### src/rtl/blk_xfer_seq.sv
module blk_xfer_seq #(
  parameter int AW   = 32,
  parameter int NR   = 16,
  parameter int STEP = 4
) (
  input  logic              clk,
  input  logic              rst_n,
  input  logic              start,
  input  logic [AW-1:0]     base,
  input  logic [NR-1:0]     reg_mask,
  input  logic [1:0]        mode,
  input  logic              wback,
  input  logic              alt_state,
  input  logic [1:0]        pc_rule,
  output logic              busy,
  output logic              beat_valid,
  output logic [AW-1:0]     beat_addr,
  output logic [$clog2(NR)-1:0] beat_reg,
  output logic              done,
  output logic              illegal,
  output logic              wb_valid,
  output logic [AW-1:0]     new_base
);
  localparam int IW = $clog2(NR);
  localparam int CW = IW + 1;
  localparam int PC = NR - 1;

  logic [NR-1:0] pend;
  logic [AW-1:0] addr;
  logic          wb_pend;
  logic [CW-1:0] cnt;
  logic [AW-1:0] span, first_addr, final_base;
  logic [NR-1:0] low_bit, pend_next;
  logic          bad_mode, bad_pc, bad;

  always_comb begin
    cnt = '0;
    for (int i = 0; i < NR; i++) cnt = cnt + CW'(reg_mask[i]);
  end

  assign span = AW'(cnt) * AW'(STEP);

  always_comb begin
    case (mode)
      2'd1:    first_addr = base + AW'(STEP);
      2'd2:    first_addr = base - span + AW'(STEP);
      2'd3:    first_addr = base - span;
      default: first_addr = base;
    endcase
  end

  assign final_base = mode[1] ? base - span : base + span;
  assign bad_mode   = alt_state && mode[0];
  assign bad_pc     = (pc_rule == 2'd1 && reg_mask[PC]) || (pc_rule == 2'd2 && !reg_mask[PC]);
  assign bad        = bad_mode || bad_pc;

  assign low_bit   = pend & (~pend + NR'(1));
  assign pend_next = pend & ~low_bit;

  always_comb begin
    beat_reg = '0;
    for (int i = NR - 1; i >= 0; i--)
      if (pend[i]) beat_reg = IW'(i);
  end

  assign beat_valid = busy;
  assign beat_addr  = addr;

  always_ff @(posedge clk) begin
    if (!rst_n) begin
      busy     <= 1'b0;
      done     <= 1'b0;
      illegal  <= 1'b0;
      wb_valid <= 1'b0;
      wb_pend  <= 1'b0;
      pend     <= '0;
      addr     <= '0;
      new_base <= '0;
    end else begin
      done     <= 1'b0;
      illegal  <= 1'b0;
      wb_valid <= 1'b0;
      if (!busy && start) begin
        if (bad) begin
          done    <= 1'b1;
          illegal <= 1'b1;
        end else if (reg_mask == '0) begin
          done     <= 1'b1;
          wb_valid <= wback;
          new_base <= base;
        end else begin
          busy     <= 1'b1;
          pend     <= reg_mask;
          addr     <= first_addr;
          new_base <= final_base;
          wb_pend  <= wback;
        end
      end else if (busy) begin
        pend <= pend_next;
        addr <= addr + AW'(STEP);
        if (pend_next == '0) begin
          busy     <= 1'b0;
          done     <= 1'b1;
          wb_valid <= wb_pend;
        end
      end
    end
  end

  p_reg_ascend_r2: assert property (@(posedge clk) disable iff (!rst_n)
    beat_valid && $past(beat_valid) |-> beat_reg > $past(beat_reg));

  p_addr_step_r3: assert property (@(posedge clk) disable iff (!rst_n)
    beat_valid && $past(beat_valid) |-> beat_addr == $past(beat_addr) + AW'(STEP));

  p_wb_with_done_r5: assert property (@(posedge clk) disable iff (!rst_n)
    wb_valid |-> done && !illegal);

  p_illegal_quiet_r6: assert property (@(posedge clk) disable iff (!rst_n)
    illegal |-> done && !beat_valid);

  p_busy_holds_r9: assert property (@(posedge clk) disable iff (!rst_n)
    $past(busy) && $past(pend_next) != '0 |-> busy && !done);

  p_done_ends_busy_r10: assert property (@(posedge clk) disable iff (!rst_n)
    $fell(busy) |-> done);
endmodule

### config.mk
export PLATFORM = sky130hd
export DESIGN_NAME = blk_xfer_seq
export DESIGN_NICKNAME = d
export VERILOG_FILES = /design/src/rtl/blk_xfer_seq.sv
export SDC_FILE = /design/constraint.sdc
export NUM_CORES = 1
export LEC_CHECK = 0
export BUFFER_PORTS_ARGS = -buffer_cell sky130_fd_sc_hd__buf_2
export CAP_MARGIN = 25
export CORE_ASPECT_RATIO = 2
export CORE_UTILIZATION = 40
export CTS_BUF_LIST = sky130_fd_sc_hd__clkbuf_4
export DETAILED_ROUTE_END_ITERATION = 16
export PLACE_DENSITY_LB_ADDON = 0.08
export RECOVER_POWER = 25
export SLEW_MARGIN = 5
export SYNTH_ARGS = -nofsm -noshare
export SYNTH_HDL_FRONTEND = slang
export SYNTH_SLANG_ARGS = --single-unit
### constraint.sdc
create_clock -name clk -period 8.7 [get_ports clk]
set_clock_uncertainty 0.2 [all_clocks]
set_input_delay 0.435 -clock clk [delete_from_list [all_inputs] [get_ports clk]]
set_output_delay 0.435 -clock clk [all_outputs]
set_load 0.05 [all_outputs]
---- After elaboration in Yosys (flattened, before gate mapping) ----
Index checks and enable logic that the tools add are counted.
storage, ports and cells
  logic and storage cells ................. 101
  output and inout port bits .............. 73
  register bits ........................... 85
operators by class
  bitwise gates (word level) .............. 6
  equality and inequality tests ........... 7
  reductions and logical operators ........ 16
  add/sub/neg operators ................... 21
  muxes and demuxes ....................... 43
operators with widths
  cell                                                 count
  2-to-1 mux 32 bit                                    6
  adder 32 x 3 -> 32 bit, second input constant        3
  one-hot mux 32 bit (3 select lines)                  1
  2-to-1 mux 16 bit                                    4
  2-to-1 mux 4 bit                                     16
  adder 5 x 1 -> 5 bit                                 11
  adder 32 x 7 -> 32 bit                               1
  AND 16 bit                                           2
  logical NOT 16 bit                                   2
  inverter 16 bit                                      2
  subtractor 32 x 7 -> 32 bit                          1
  adder 16 x 1 -> 16 bit, second input constant        1
  2-to-1 mux 1 bit                                     16
  equality test 2 bit, second input constant           3
  AND reduction 2 bit                                  3
  AND reduction 3 bit                                  2
  adder 4 x 1 -> 5 bit                                 1
  adder 3 x 1 -> 4 bit                                 1
  equality test 2 x 1 -> 1 bit, second input constant  2
  logical AND 1 bit                                    4
  != test 2 bit, second input constant                 2
  adder 2 x 1 -> 3 bit                                 1
  adder 1 x 1 -> 2 bit                                 1
  logical NOT 1 bit                                    2
  other kinds (3)                                      5

---- Depth between registers and ports, before layout ----
  word-level depth ........................ 21
  gate-level depth with buffers ........... 26

---- Least setup slack after synthesis ----
OpenSTA, ideal clock, no wires.
  path kind ............................... input -> register
  start ................................... in reg_mask[0]
  end ..................................... reg addr[17] (netlist: beat_addr[17])
  stages .................................. 22
  required time ........................... 8378 ps
  buffers on the path ..................... 1
  setup slack ............................. 1798 ps
  data arrival time ....................... 6581 ps
  cells stage by stage .................... inv_1 > fa_1 > fa_1 > fa_1 > fa_1 > inv_1 > ha_1 > fa_1 > a21o_1 > and2_1 > ha_1 > buf_2 > nand2b_1 > nand2b_1 > or4_1 > a222oi_1 > o2111ai_1 > or2_2 > xnor2_1 > mux2_2 > a221oi_1 > nor2_1
between the ends
  longest elaborated chain between the ends .. 21
  elaborated cells on any way between the ends .. 24
  those cells by class .................... add/sub: 17; eq/ne: 1; mux: 4; reduce/logical: 2
RTL lines
  element                              RTL line  source
  from (decl)                          10        input logic [NR-1:0] reg_mask,
  adder 1 x 1 -> 2 bit                 38        for (int i = 0; i < NR; i++) cnt = cnt + CW'(reg_mask[i]);
  adder 2 x 1 -> 3 bit                 38
  adder 3 x 1 -> 4 bit                 38
  adder 4 x 1 -> 5 bit                 38
  adder 5 x 1 -> 5 bit (11 in series)  38
  subtractor 32 x 7 -> 32 bit          46, 47
  adder 32 x 3 -> 32 bit               46        2'd2: first_addr = base - span + AW'(STEP);
  one-hot mux 32 bit (3 select lines)  44        case (mode)
  2-to-1 mux 32 bit                    87        end else if (reg_mask == '0) begin
  2-to-1 mux 32 bit                    84        if (bad) begin
  2-to-1 mux 32 bit                    83        if (!busy && start) begin
  to (signal assigned)                 94        addr <= first_addr;
  to (signal assigned)                 100       addr <= addr + AW'(STEP);
  to (decl)                            29        logic [AW-1:0] addr;
Several ways; a longest one is shown, not always the timed one. The select of a mux whose other input is x is not followed.
A chain may end at the register's enable or synchronous reset.

---- Worst setup path in the final report ----
  start ................................... in reg_mask[0]
  end ..................................... reg addr[29] (netlist: beat_addr[29])
Same word-level chain as after synthesis.

==> results.toml <==
[run_status]
outcome = "complete, but fails checks"
violations = "capacitance limit, slew limit"

[synth]
ys_dominant_reg_cell = "sky130_fd_sc_hd__dfxtp_1"
async_s_r_ff_share_synth_pct = 0
syn-instance-count = 1192
synthDistinctLibCells = 79
synth_edf_count = 0
synth_fp_nets = 1282
yosys-top-cells-area = "sky130_fd_sc_hd__dfxtp_1 (21%), sky130_fd_sc_hd__nor2_1 (6.7%), sky130_fd_sc_hd__a21oi_1 (5.8%)"
syn-mean-instance-area_um2 = 6.87
number_of_synthesized_register_bits = 85
synthesis.area_mm2 = 0.00819
synth_area_leader_cell = "sky130_fd_sc_hd__dfxtp_1"
seq_area_frac_synth_pct = 20.8
count_of_synthesis_stage_warnings_from_yosys = 0
synth_largest_type_area_fraction_pct = 20.8

[grt]
grt_start_max_net_pins = 69
grt_use_total_pct = 33.5
first_global_vias = 9087
global_route_overflow = 0
wire_length_of_the_first_global_routing_pass_um = 52000
antenna_violations_before_repair = 2

[critical_path]
critPathMostFrequentCell = "sky130_fd_sc_hd__fa_1"
path_cells = "dlygate4sd3_1, buf_2, inv_1, fa_1, fa_1, fa_1, fa_1, inv_1, ha_1, fa_1, a21o_1, and2_1, ha_1, a211oi_2, o21ai_0, a222oi_1, o2111ai_1, nor4_4, nand4b_1, a31oi_1, mux2i_1, o41ai_2"
critPathCapture = "beat_addr[29]"
cp_data_arrival_time_ns = 8.14
timing.critical_path.slowest_cell_delay_ns = 0.78
cpMaxStageDelayCell = "sky130_fd_sc_hd__fa_1"
timing.critical_path.from_type = "input pin"
path_depth = 22
regToRegStartpoint = "beat_addr[2]"
r2r_setup_slack_ns = 4.96
critical_path_buf_inv_count = 4
cp_top_family = "adder cells"
top_fanout_value_on_the_critical_path = 10
timing.critical_path.required_ns = 8.93
rr_endpoint = "beat_addr[31]"
setup.worst_path.end_class = "register"
r2r.worst_path.cells = 10
crit_start = "reg_mask[0]"
crit_type = "input pin to register"

[die]
fp.coreArea_mm2 = 0.0200
die_width_um = 103
ios = 130
placement_rows = 73
dieArea_mm2 = 0.0211
dieHeight_um = 204
initial_standard_cell_utilization_of_the_core_pct = 40.9

[route]
ant_nets = 0
wl_per_cell_um = 22.5
drt-total-wl_um = 34600
initialDrtViolationCount = 499
detailroute.via_count = 9433
post-route-drc-count = 0
first_pass_iters = 6
vias_per_cell = 6.13

[worst_hold_path]
worstHoldPathType = "input pin to register"

[sta]
fin_tns_setup_ns = 0
post-route-period-util_pct = 90.9
finalMaxSlewViolations = 38
worst_slew_pin_slew_ns = 2.60
post-route-min-period_ns = 7.91
final_hold_viol_count = 0
worst_slew_margin_rel_pct = -73.4
grt_setup_unrepaired = "no"
timing.final.setup_violations = 0
finalWorstSetupSlack_ns = 0.791
fmax_mhz = 126

[pwr]
powerDensity_mw_per_mm2 = 204
leakage_nw = 3.43
power.total_mw = 1.88
vdd.ir_drop.worst_mv = 0.143

[final_layout]
design.final.nets = 1361
commonest_non_fill_non_tap_cells_in_the_layout = "sky130_fd_sc_hd__nor2_1 (145), sky130_fd_sc_hd__nand2_1 (115), sky130_fd_sc_hd__a21oi_1 (95), sky130_fd_sc_hd__buf_2 (91), sky130_fd_sc_hd__dfxtp_1 (85)"
areaGrowthSynthToFinish_pct = 12.6
most_common_library_cell_in_the_layout_ignoring_fill_and_taps = "sky130_fd_sc_hd__nor2_1"
drive_above_1_share_pct = 11.8

[clocking]
ctsResizeCount = 0
cts-buffers-inserted = 9
ctsHtreeMaxLevel = 3
root_buffer = "sky130_fd_sc_hd__clkbuf_4"
ctsHoldBuffers = 16
clock_sinks = 85
tritoncts = "yes"
cts_setup_buffers = 0
cts.path.max_buffers = 2
worst_setup_hold_path_clk_slew_ns = 0.18
insertion_delay_ns = 0.55

[placed_design]
globalplace.congestion = 0.975
pre_cts_ws_ns = 0.890
place.detailed.hpwl_um = 25600
count_of_buffers_inserted_at_the_top_level_ports = 129

[run]
cap_violations = 1
-- power by group --
part	switching (mW)	internal (mW)	total (mW)	leakage [nW]
registers	0.0376	0.429	0.466	0.697
logic	0.758	0.392	1.15	2.66
clock network	0.176	0.0903	0.267	0.0721
total	0.972	0.911	1.88	3.43
-- logic make-up (layout without fill, tap and decap cells) --
logic type / after synthesis / in the layout / share of synthesized area [%]
multiplexers: 14 / 14 / 1.79
adder cells (fa/ha/maj): 36 / 36 / 6.51
AND/OR/NAND/NOR: 495 / 495 / 29.3
flip-flops: 85 / 85 / 20.8
AO/OA/AOI/OAI: 352 / 352 / 27.9
other: 0 / 2 / 0
XOR/XNOR: 65 / 65 / 6.95
buffers and inverters: 145 / 229 / 6.82
-- synth_stat cells (13+ instances only) --
cell type / number
sky130_fd_sc_hd__xnor2_1: 38
sky130_fd_sc_hd__a211oi_1: 20
sky130_fd_sc_hd__nand4_1: 13
sky130_fd_sc_hd__dfxtp_1: 85
sky130_fd_sc_hd__a21o_1: 13
sky130_fd_sc_hd__or3_1: 23
sky130_fd_sc_hd__nor3_1: 51
sky130_fd_sc_hd__nor4_1: 26
sky130_fd_sc_hd__clkbuf_1: 90
sky130_fd_sc_hd__nand3_1: 43
sky130_fd_sc_hd__and3_1: 17
sky130_fd_sc_hd__inv_1: 46
sky130_fd_sc_hd__nand2_1: 115
sky130_fd_sc_hd__o21ai_0: 84
sky130_fd_sc_hd__nor2_1: 147
sky130_fd_sc_hd__xor2_1: 27
sky130_fd_sc_hd__a21oi_1: 95
sky130_fd_sc_hd__a31oi_1: 23
sky130_fd_sc_hd__a22oi_1: 21
sky130_fd_sc_hd__ha_1: 21
-- per-stage QoR --
step / hold slack (ns) / instance area (um2) / utilization (%) / cells
2_1_floorplan: 0.236 / 8190 / - / 1192
3_3_place_gp: 0.240 / 8940 / 44.7 / 1504
3_5_place_dp: 0.247 / 8940 / 44.7 / 1504
4_1_cts: 0.00637 / 9230 / 46.2 / 1536
5_1_grt: 0.0668 / 9220 / 46.1 / 1540
6_report: 0.0652 / 9220 / 46.1 / 1540
-- worst min-delay path: stages --
cell	delay, ns
sky130_fd_sc_hd__buf_2	0.17
sky130_fd_sc_hd__o21ai_0	0.09
sky130_fd_sc_hd__a311oi_1	0.09
-- metal layers --
| layer | wire [um] | part of all wire (%) | up-vias | global-route usage [%] |
|---|---|---|---|---|
| li1 | - | - | 4491 | - |
| met1 | 12700 | 37 | 4452 | 34.1 |
| met2 | 17500 | 50 | 352 | 59.2 |
| met3 | 1820 | 5.2 | 138 | 6.81 |
| met4 | 2650 | 7.6 | 0 | 23.9 |
| met5 | 0 | 0 | - | 0 |
-- sequential cells by signal, indices dropped and copies added (netlist names) --
register / count
beat_valid: 1
illegal: 1
wb_valid: 1
new_base: 32
beat_addr: 32
done: 1
pend: 16
wb_pend: 1
-- area by class of cell --
cell class	count	area (um2)
sequential	85	1700
antenna	2	5.00
tap	262	328
clock buffer	10	75.1
clock inverter	6	62.6
fill	2212	10800
multi-input combinational	962	5940
inverter	48	180
timing repair buffer	165	926
-- how the worst min path moves through the flow --
| stage | from | end | slack, ns | depth (start not counted) |
|---|---|---|---|---|
| detailed placement | new_base[3] | new_base[3] | 0.25 | 2 |
| floorplan | wb_pend | wb_pend | 0.24 | 2 |
| CTS | reg_mask[15] | pend[15] | 0.006 | 3 |
| global placement | new_base[1] | new_base[1] | 0.24 | 2 |
| global route | base[10] | new_base[10] | 0.07 | 3 |
| finish | base[9] | new_base[9] | 0.07 | 3 |
No activity file was read; power rests on OpenSTA's default activity.
